$ cat src/rtl/fault_sup_pkg.sv
package fault_sup_pkg;
  typedef enum logic {
    UV_RUN = 1'b0,
    UV_OFF = 1'b1
  } uv_state_e;

  typedef struct packed {
    logic hs;
    logic ls;
  } gate_pair_t;
endpackage

$ cat src/rtl/fs_oc_filter.sv
module fs_oc_filter #(
  parameter int unsigned TRIPS = 4
) (
  input  logic clk_i,
  input  logic rst_ni,
  input  logic clr_i,
  input  logic strobe_i,
  input  logic event_i,
  output logic trip_o
);
  localparam int unsigned CW = $clog2(TRIPS + 1);

  logic [CW-1:0] run_q;

  always_ff @(posedge clk_i or negedge rst_ni) begin
    if (!rst_ni) begin
      run_q  <= '0;
      trip_o <= 1'b0;
    end else if (clr_i) begin
      run_q  <= '0;
      trip_o <= 1'b0;
    end else if (strobe_i && !trip_o) begin
      if (!event_i) begin
        run_q <= '0;
      end else if (run_q == CW'(TRIPS - 1)) begin
        run_q  <= '0;
        trip_o <= 1'b1;
      end else begin
        run_q <= run_q + 1'b1;
      end
    end
  end
endmodule

$ cat src/rtl/fs_ov_monitor.sv
module fs_ov_monitor (
  input  logic clk_i,
  input  logic rst_ni,
  input  logic clr_i,
  input  logic ss_done_i,
  input  logic lo_flag_i,
  input  logic hi_flag_i,
  output logic force_o
);
  logic latch_q;
  logic live;

  // threshold follows soft-start phase
  assign live    = ss_done_i ? hi_flag_i : lo_flag_i;
  assign force_o = latch_q | live;

  always_ff @(posedge clk_i or negedge rst_ni) begin
    if (!rst_ni)                      latch_q <= 1'b0;
    else if (clr_i)                   latch_q <= 1'b0;
    else if (ss_done_i && hi_flag_i)  latch_q <= 1'b1;
  end
endmodule

$ cat src/rtl/fs_uv_hiccup.sv
module fs_uv_hiccup
  import fault_sup_pkg::*;
#(
  parameter int unsigned DLY_CYC    = 1000,
  parameter int unsigned HICCUP_CYC = 2000
) (
  input  logic clk_i,
  input  logic rst_ni,
  input  logic clr_i,
  input  logic uv_i,
  output logic off_o,
  output logic trip_o,
  output logic restart_o
);
  localparam int unsigned DW = (DLY_CYC > 1) ? $clog2(DLY_CYC) : 1;
  localparam int unsigned HW = (HICCUP_CYC > 1) ? $clog2(HICCUP_CYC) : 1;

  uv_state_e   state_q;
  logic [DW-1:0] dly_q;
  logic [HW-1:0] off_q;
  logic        fire;

  assign fire   = (state_q == UV_RUN) && uv_i && (dly_q == DW'(DLY_CYC - 1));
  assign off_o  = (state_q == UV_OFF);
  assign trip_o = fire;

  always_ff @(posedge clk_i or negedge rst_ni) begin
    if (!rst_ni) begin
      state_q   <= UV_RUN;
      dly_q     <= '0;
      off_q     <= '0;
      restart_o <= 1'b0;
    end else if (clr_i) begin
      state_q   <= UV_RUN;
      dly_q     <= '0;
      off_q     <= '0;
      restart_o <= 1'b0;
    end else begin
      restart_o <= 1'b0;
      unique case (state_q)
        UV_RUN: begin
          if (fire) begin
            state_q <= UV_OFF;
            dly_q   <= '0;
            off_q   <= '0;
          end else if (uv_i) begin
            dly_q <= dly_q + 1'b1;
          end else begin
            dly_q <= '0;
          end
        end
        UV_OFF: begin
          if (off_q == HW'(HICCUP_CYC - 1)) begin
            state_q   <= UV_RUN;
            off_q     <= '0;
            restart_o <= 1'b1;
          end else begin
            off_q <= off_q + 1'b1;
          end
        end
        default: state_q <= UV_RUN;
      endcase
    end
  end
endmodule

$ cat src/rtl/buck_fault_supervisor.sv
module buck_fault_supervisor
  import fault_sup_pkg::*;
#(
  parameter int unsigned OC_TRIPS   = 4,
  parameter int unsigned UV_DLY_CYC = 1000,
  parameter int unsigned HICCUP_CYC = 2000
) (
  input  logic clk_i,
  input  logic rst_ni,
  input  logic por_i,
  input  logic cyc_strobe_i,
  input  logic oc_flag_i,
  input  logic ov_lo_flag_i,
  input  logic ov_hi_flag_i,
  input  logic uv_flag_i,
  input  logic ss_done_i,
  input  logic hs_req_i,
  input  logic ls_req_i,
  output logic hs_en_o,
  output logic ls_en_o,
  output logic restart_req_o,
  output logic oc_stat_o,
  output logic ov_stat_o,
  output logic uv_stat_o
);
  logic oc_trip, ov_force, uv_off, uv_trip;
  logic ov_stat_q, uv_stat_q;
  gate_pair_t gate;

  fs_oc_filter #(.TRIPS(OC_TRIPS)) u_oc (
    .clk_i, .rst_ni, .clr_i(por_i), .strobe_i(cyc_strobe_i),
    .event_i(oc_flag_i), .trip_o(oc_trip)
  );

  fs_ov_monitor u_ov (
    .clk_i, .rst_ni, .clr_i(por_i), .ss_done_i,
    .lo_flag_i(ov_lo_flag_i), .hi_flag_i(ov_hi_flag_i), .force_o(ov_force)
  );

  fs_uv_hiccup #(.DLY_CYC(UV_DLY_CYC), .HICCUP_CYC(HICCUP_CYC)) u_uv (
    .clk_i, .rst_ni, .clr_i(por_i), .uv_i(uv_flag_i),
    .off_o(uv_off), .trip_o(uv_trip), .restart_o(restart_req_o)
  );

  // priority: POR, then OV discharge, then OC/UV off
  always_comb begin
    if (por_i)                gate = '{hs: 1'b0, ls: 1'b0};
    else if (ov_force)        gate = '{hs: 1'b0, ls: 1'b1};
    else if (oc_trip || uv_off) gate = '{hs: 1'b0, ls: 1'b0};
    else                      gate = '{hs: hs_req_i, ls: ls_req_i};
  end

  assign hs_en_o = gate.hs;
  assign ls_en_o = gate.ls;

  always_ff @(posedge clk_i or negedge rst_ni) begin
    if (!rst_ni) begin
      ov_stat_q <= 1'b0;
      uv_stat_q <= 1'b0;
    end else if (por_i) begin
      ov_stat_q <= 1'b0;
      uv_stat_q <= 1'b0;
    end else begin
      ov_stat_q <= ov_stat_q | ov_force;
      uv_stat_q <= uv_stat_q | uv_trip;
    end
  end

  assign oc_stat_o = oc_trip;
  assign ov_stat_o = ov_stat_q;
  assign uv_stat_o = uv_stat_q;
endmodule

$ cat config.mk
export PLATFORM = sky130hd
export DESIGN_NAME = buck_fault_supervisor
export DESIGN_NICKNAME = d
export VERILOG_FILES = /design/src/rtl/fault_sup_pkg.sv /design/src/rtl/fs_oc_filter.sv /design/src/rtl/fs_ov_monitor.sv /design/src/rtl/fs_uv_hiccup.sv /design/src/rtl/buck_fault_supervisor.sv
export SDC_FILE = /design/constraint.sdc
export NUM_CORES = 1
export LEC_CHECK = 0
export ABC_AREA = 1
export BUFFER_PORTS_ARGS = -buffer_cell sky130_fd_sc_hd__buf_2
export CAP_MARGIN = 15
export CORE_ASPECT_RATIO = 0.8
export CORE_UTILIZATION = 58
export CTS_CLUSTER_DIAMETER = 150
export DETAILED_ROUTE_END_ITERATION = 12
export PLACE_DENSITY = 0.81
export SYNTH_ARGS = -nofsm -noshare
export SYNTH_HDL_FRONTEND = slang
export SYNTH_SLANG_ARGS = --single-unit
$ cat constraint.sdc
create_clock -name clk_i -period 1.5 [get_ports clk_i]
set_input_delay 0.3 -clock clk_i [delete_from_list [all_inputs] [get_ports clk_i]]
set_output_delay 0.3 -clock clk_i [all_outputs]
set_load 0.1 [all_outputs]
==> results.json, run 1 <==
{
  "pwr-share-seq_pct": 50.0,
  "route.detailed.drc": 0,
  "syn_nets": 239,
  "start_util_pct": 64.4,
  "multi_input_area_sq_um": 818,
  "grt_pass1_wl_um": 6420,
  "fmax_mhz": 596,
  "dieArea_sq_mm": 0.00309,
  "violations": "hold timing, setup timing",
  "status": "finished, violations left",
  "synthTopCellsByArea": "dfrtp_1 (45%), nand2_1 (16%), inv_1 (7.0%), nand3_1 (6.3%), nor2_1 (3.4%)",
  "die_h_um": 49.9,
  "final_nets": 270,
  "cp_max_fo": 2,
  "ant_nets": 0,
  "p_sw_mw": 0.429,
  "yosysTopAreaCellShare_pct": 45.1,
  "via_count": 1567,
  "track_usage_pct": 29.0,
  "max_slew_margin_pct": 55.6,
  "worstMarginPinSlew_ps": 665,
  "timing.rr.start": "u_uv.dly_q[1]",
  "io_buffers": 16,
  "grt_pass1_vias": 1453,
  "fillers": 182,
  "drv_cap": 0,
  "gr-total-overflow": 0,
  "rsz0062_at_grt": "yes",
  "synth-seq-cells": 30,
  "period_minus_slack_ps": 1680,
  "timing.rr.end": "u_uv.off_q[2]",
  "final_util_pct": 78.6,
  "layout_setup_ws_ps": -178,
  "clk_latency_ps": 350,
  "wire_per_inst_um": 13.2,
  "most-common-layout-cells": "nand2_1 (70), inv_1 (29), dfrtp_1 (28), nand3_1 (20)",
  "ys_seq_area_share_pct": 45.1,
  "place_congestion": 0.902,
  "crit_path_start_kind": "flip-flop",
  "cp-end-kind": "primary output",
  "core_area_sq_mm": 0.00258,
  "required_ps": 1200,
  "syn_to_final_growth_pct": 22.0,
  "reg2regPathDepth": 8,
  "antennaDiodeCount": 0,
  "hold_violations": 30,
  "firstDrtPassIters": 4,
  "power_density_mw_per_mm2": 812,
  "ctsHoldBuffers": 0,
  "regArea_sq_um": 756,
  "setup_viol": 2,
  "hpwl_um": 2690,
  "crit_type": "flip-flop to primary output",
  "rows": 16,
  "finalWirelength_um": 3870,
  "p_sw_share_pct": 26.0,
  "cts_root_buf": "clkbuf_4",
  "reg2reg_slack_ps": 70,
  "ir_drop_v": 0.000610,
  "syn_area_sq_mm": 0.00166,
  "drt-initial-drc-count": 73,
  "grt_max_degree": 31,
  "hold_ws_ps": -30.7,
  "power_frac_comb_pct": 10.8,
  "synth-warning-count": 0,
  "slew_viol_final": 0,
  "h-tree-depth": 2,
  "clk_pin_slew_worst_paths_ps": 100,
  "final_cell_count_no_fill": 293,
  "clockBufferDepth": 2,
  "tritoncts": "yes",
  "pin_count": 17,
  "fin_crit_sh_pct": 112,
  "syn_area_per_cell_sq_um": 7.40,
  "clock_skew_ps": 10.5,
  "pwr-share-clk_pct": 39.2,
  "p_leak_nw": 0.970,
  "via_per_inst": 5.35,
  "cts_buffers": 5,
  "drive_above_1_share_pct": 22.2,
  "hp-class": "primary input to async pin",
  "mostFrequentLayoutCell": "nand2_1",
  "die_w_um": 61.9,
  "place_ws_ps": 37.5,
  "numPlacedInstances": 280,
  "antenna_found_initial": 0,
  "synth_cells": 225,
  "cts_sinks": 30,
  "yosysTopAreaCell": "dfrtp_1",
  "intPower_mw": 1.22,
  "synth.distinct_cells": 26,
  "crit_arrival_ps": 1380,
  "finalSetupTns_ps": -356
}
## cell type report
| class | count | area share [%] |
|---|---|---|
| sequential | 30 | 37.2 |
| inverter | 34 | 6.41 |
| timing repair buffer | 28 | 9.99 |
| tap | 36 | 2.22 |
| multi-input combinational | 157 | 40.3 |
| clock inverter | 3 | 1.97 |
| clock buffer | 5 | 1.85 |
## metrics by stage
| stage | hold slack (ps) | power [mW] | cell area, sq um |
|---|---|---|---|
| after detailed placement | 377 | 1.01 | 1880 |
| after floorplan | 4.41 | 0.931 | 1690 |
| after CTS | 4.81 | 1.65 | 1980 |
| final | -30.7 | 1.65 | 2030 |
| after global routing | 40.7 | 1.69 | 2030 |
| after global placement | 371 | 1.00 | 1880 |
## cells in the mapped netlist, drive strengths merged
cell,count
or2,1
a31oi,1
o22ai,4
nand4,5
xnor2,1
o21ai,13
dfrtp,30
clkbuf,1
inv,34
o31ai,2
o211ai,1
buf,3
a21oi,6
nor2,19
nand3,23
nor3,1
a211oi,1
nand2,72
ha,3
xor2,4
## worst max-delay path by stage
stage	from	end	cells past startpoint	slack, ps
3_3_place_gp	u_uv.off_q[0]	u_uv.off_q[8]	8	120
6_report	u_ov.latch_q	ls_en_o	5	-180
2_1_floorplan	u_oc.trip_o	ls_en_o	3	-130
3_5_place_dp	u_uv.off_q[0]	u_uv.off_q[8]	8	40
4_1_cts	u_uv.off_o	hs_en_o	4	-170
5_1_grt	u_ov.latch_q	ls_en_o	5	-210
## flip-flops by register name, indices dropped and copies added (netlist names)
signal	cells
u_oc.run_q	3
ov_stat_o	1
uv_stat_o	1
u_oc.trip_o	1
u_uv.dly_q	10
u_uv.restart_o	1
u_uv.off_q	11
u_uv.off_o	1
u_ov.latch_q	1
## power groups by stage
| stage | Clock, mW | Sequential, mW | Combinational, mW |
|---|---|---|---|
| 5_1_grt | 0.674 | 0.825 | 0.193 |
| 3_3_place_gp | 0 | 0.838 | 0.163 |
| 4_1_cts | 0.649 | 0.824 | 0.175 |
| 2_1_floorplan | 0 | 0.856 | 0.0757 |
| 3_5_place_dp | 0 | 0.839 | 0.167 |
| 6_report | 0.646 | 0.824 | 0.178 |
## layer usage
metal  global-route usage, %  share of wire (%)
met1                    40.9                 48
met2                    41.0                 44
met3                    7.61                6.3
met4                    13.7                2.3
met5                       0                  0
## critical path, stage by stage, from the launching register on
cell      delay, ps
dfrtp_1         400
inv_2            60
o211ai_1        120
a31oi_2         240
nor2_4           60
buf_12          160
## logic make-up (layout without fill, tap and decap cells)
family,Yosys count,in the layout,share of synthesized area (%)
compound gates,28,28,9.40
flops,30,30,45.1
buf+inv,38,70,8.80
fa+ha+maj,3,3,2.26
xor+xnor,5,5,2.63
simple gates,121,121,31.8
## repair_timing
item                                    CTS  global route
setup buffers                             2             3
pin swaps                                 4             1
resized for setup                         1             7
endpoints found under the setup margin    2            14
Note: power is estimated with default switching activity, not from simulation.
==> run 2: changes to the inputs <==
--- a/config.mk
+++ b/config.mk
@@ -16,3 +16,4 @@
 export SYNTH_ARGS = -nofsm -noshare
 export SYNTH_HDL_FRONTEND = slang
 export SYNTH_SLANG_ARGS = --single-unit
+export TNS_END_PERCENT = 20
==> results.json, run 2 (synthesis gave the netlist of run 1 again) <==
{
  "status": "finished, violations left",
  "violations": "hold timing, setup timing",
  "hold_ws_ps": -31.0,
  "top_register": "u_uv.off_q",
  "power_frac_comb_pct": 10.7,
  "io_buffers": 16,
  "crit_arrival_ps": 1370,
  "crit_type": "flip-flop to primary output",
  "numPlacedInstances": 280,
  "gr-total-overflow": 0,
  "antenna_found_initial": 0,
  "pin_count": 17,
  "antennaDiodeCount": 0,
  "pwr-share-seq_pct": 49.9,
  "grt_max_degree": 31,
  "syn_to_final_growth_pct": 20.5,
  "grt_pass1_wl_um": 6420,
  "cts_sinks": 30,
  "power_density_mw_per_mm2": 824,
  "clk_latency_ps": 350,
  "setup_viol": 2,
  "max_slew_margin_pct": 55.3,
  "cts_buffers": 5,
  "fmax_mhz": 597,
  "finalWirelength_um": 3820,
  "period_minus_slack_ps": 1670,
  "grt_pass1_vias": 1453,
  "fin_crit_sh_pct": 112,
  "clk_pin_slew_worst_paths_ps": 100,
  "p_sw_mw": 0.434,
  "worstMarginPinSlew_ps": 670,
  "die_h_um": 49.9,
  "hold_violations": 30,
  "h-tree-depth": 2,
  "via_count": 1559,
  "mostFrequentLayoutCell": "nand2_1",
  "clockBufferDepth": 2,
  "drt-initial-drc-count": 74,
  "hpwl_um": 2690,
  "finalPower_mw": 1.65,
  "largest_reg_flops": 11,
  "pwr-share-clk_pct": 39.4,
  "most-common-layout-cells": "nand2_1 (70), inv_1 (29), dfrtp_1 (26), nand3_1 (20), buf_2 (13)",
  "rows": 16,
  "route.detailed.drc": 0,
  "reg_top3": "u_uv.off_q: 11 flops, u_uv.dly_q: 10 flops, u_oc.run_q: 3 flops",
  "start_util_pct": 64.4,
  "final_cell_count_no_fill": 290,
  "hp-class": "primary input to async pin",
  "drive_above_1_share_pct": 22.4,
  "via_per_inst": 5.38,
  "ctsHoldBuffers": 0,
  "intPower_mw": 1.22,
  "cp_max_fo": 2,
  "required_ps": 1200,
  "rsz0062_at_grt": "yes",
  "final_nets": 267,
  "place_congestion": 0.902,
  "drv_cap": 0,
  "wire_per_inst_um": 13.2,
  "cp-end-kind": "primary output",
  "dieArea_sq_mm": 0.00309,
  "core_area_sq_mm": 0.00258,
  "crit_path_start_kind": "flip-flop",
  "layout_setup_ws_ps": -174,
  "die_w_um": 61.9,
  "p_sw_share_pct": 26.2,
  "ir_drop_v": 0.000611,
  "slew_viol_final": 0,
  "p_leak_nw": 0.952,
  "cts_root_buf": "clkbuf_4",
  "tritoncts": "yes",
  "track_usage_pct": 29.0,
  "clock_skew_ps": 9.70,
  "firstDrtPassIters": 4,
  "ant_nets": 0
}
run 2: final cells by class:
type,count,area [sq um]
multi-input combinational,157,813
tap,36,45.0
inverter,34,130
sequential,30,758
clock inverter,3,40.0
fill,190,578
timing repair buffer,25,180
clock buffer,5,37.5
run 2: per-layer routing:
layer  track usage, %  wire (um)  part of all wire (%)
met1             40.9       1820                    48
met2             41.0       1640                    43
met3             7.61        249                   6.5
met4             13.7        106                   2.8
met5                0          0                     0
run 2: per-stage QoR:
stage | instance area (sq um) | util, % | hold slack [ps] | TNS (ps) | worst slack [ps]
2_1_floorplan | 1690 | - | 4.41 | -250 | -130
3_3_place_gp | 1880 | 72.8 | 371 | 0 | 116
3_5_place_dp | 1880 | 72.8 | 377 | 0 | 37.5
4_1_cts | 1980 | 76.6 | 4.81 | -333 | -169
5_1_grt | 2000 | 77.6 | 40.8 | -414 | -208
6_report | 2000 | 77.6 | -31.0 | -348 | -174
run 2: worst max-delay path: stages (launching register included):
cell and delay (ps):
dfrtp_1 400, inv_2 60, o211ai_1 120, a31oi_2 240, nor2_4 60, buf_12 160
run 2: path summary, 6_finish.rpt:
path,from,endpoint,slack (ps),depth (start not counted)
worst max register to register,u_oc.run_q[0],u_oc.run_q[0],70,6
worst min-delay path,rst_ni,u_uv.dly_q[7],-30,1
worst max-delay path,u_ov.latch_q,ls_en_o,-170,5
max in group asynchronous,rst_ni,u_oc.trip_o,1020,1
min in group clk_i,ov_hi_flag_i,u_ov.latch_q,230,3
worst min register to register,u_uv.off_q[7],u_uv.off_q[7],520,2
run 2: power by group through the flow:
stage | logic, mW | clock network, mW | registers [mW]
final | 0.177 | 0.652 | 0.824
after CTS | 0.175 | 0.649 | 0.824
after global routing | 0.190 | 0.674 | 0.825
after detailed placement | 0.167 | 0 | 0.839
after global placement | 0.163 | 0 | 0.838
after floorplan | 0.0757 | 0 | 0.856
run 2: timing repair:
action / in CTS / in global routing
gates resized for setup: 1 / 9
setup endpoints to repair: 2 / 14
setup buffers: 2 / 0
pin swaps: 4 / 1
hold endpoints to repair: 0 / 0
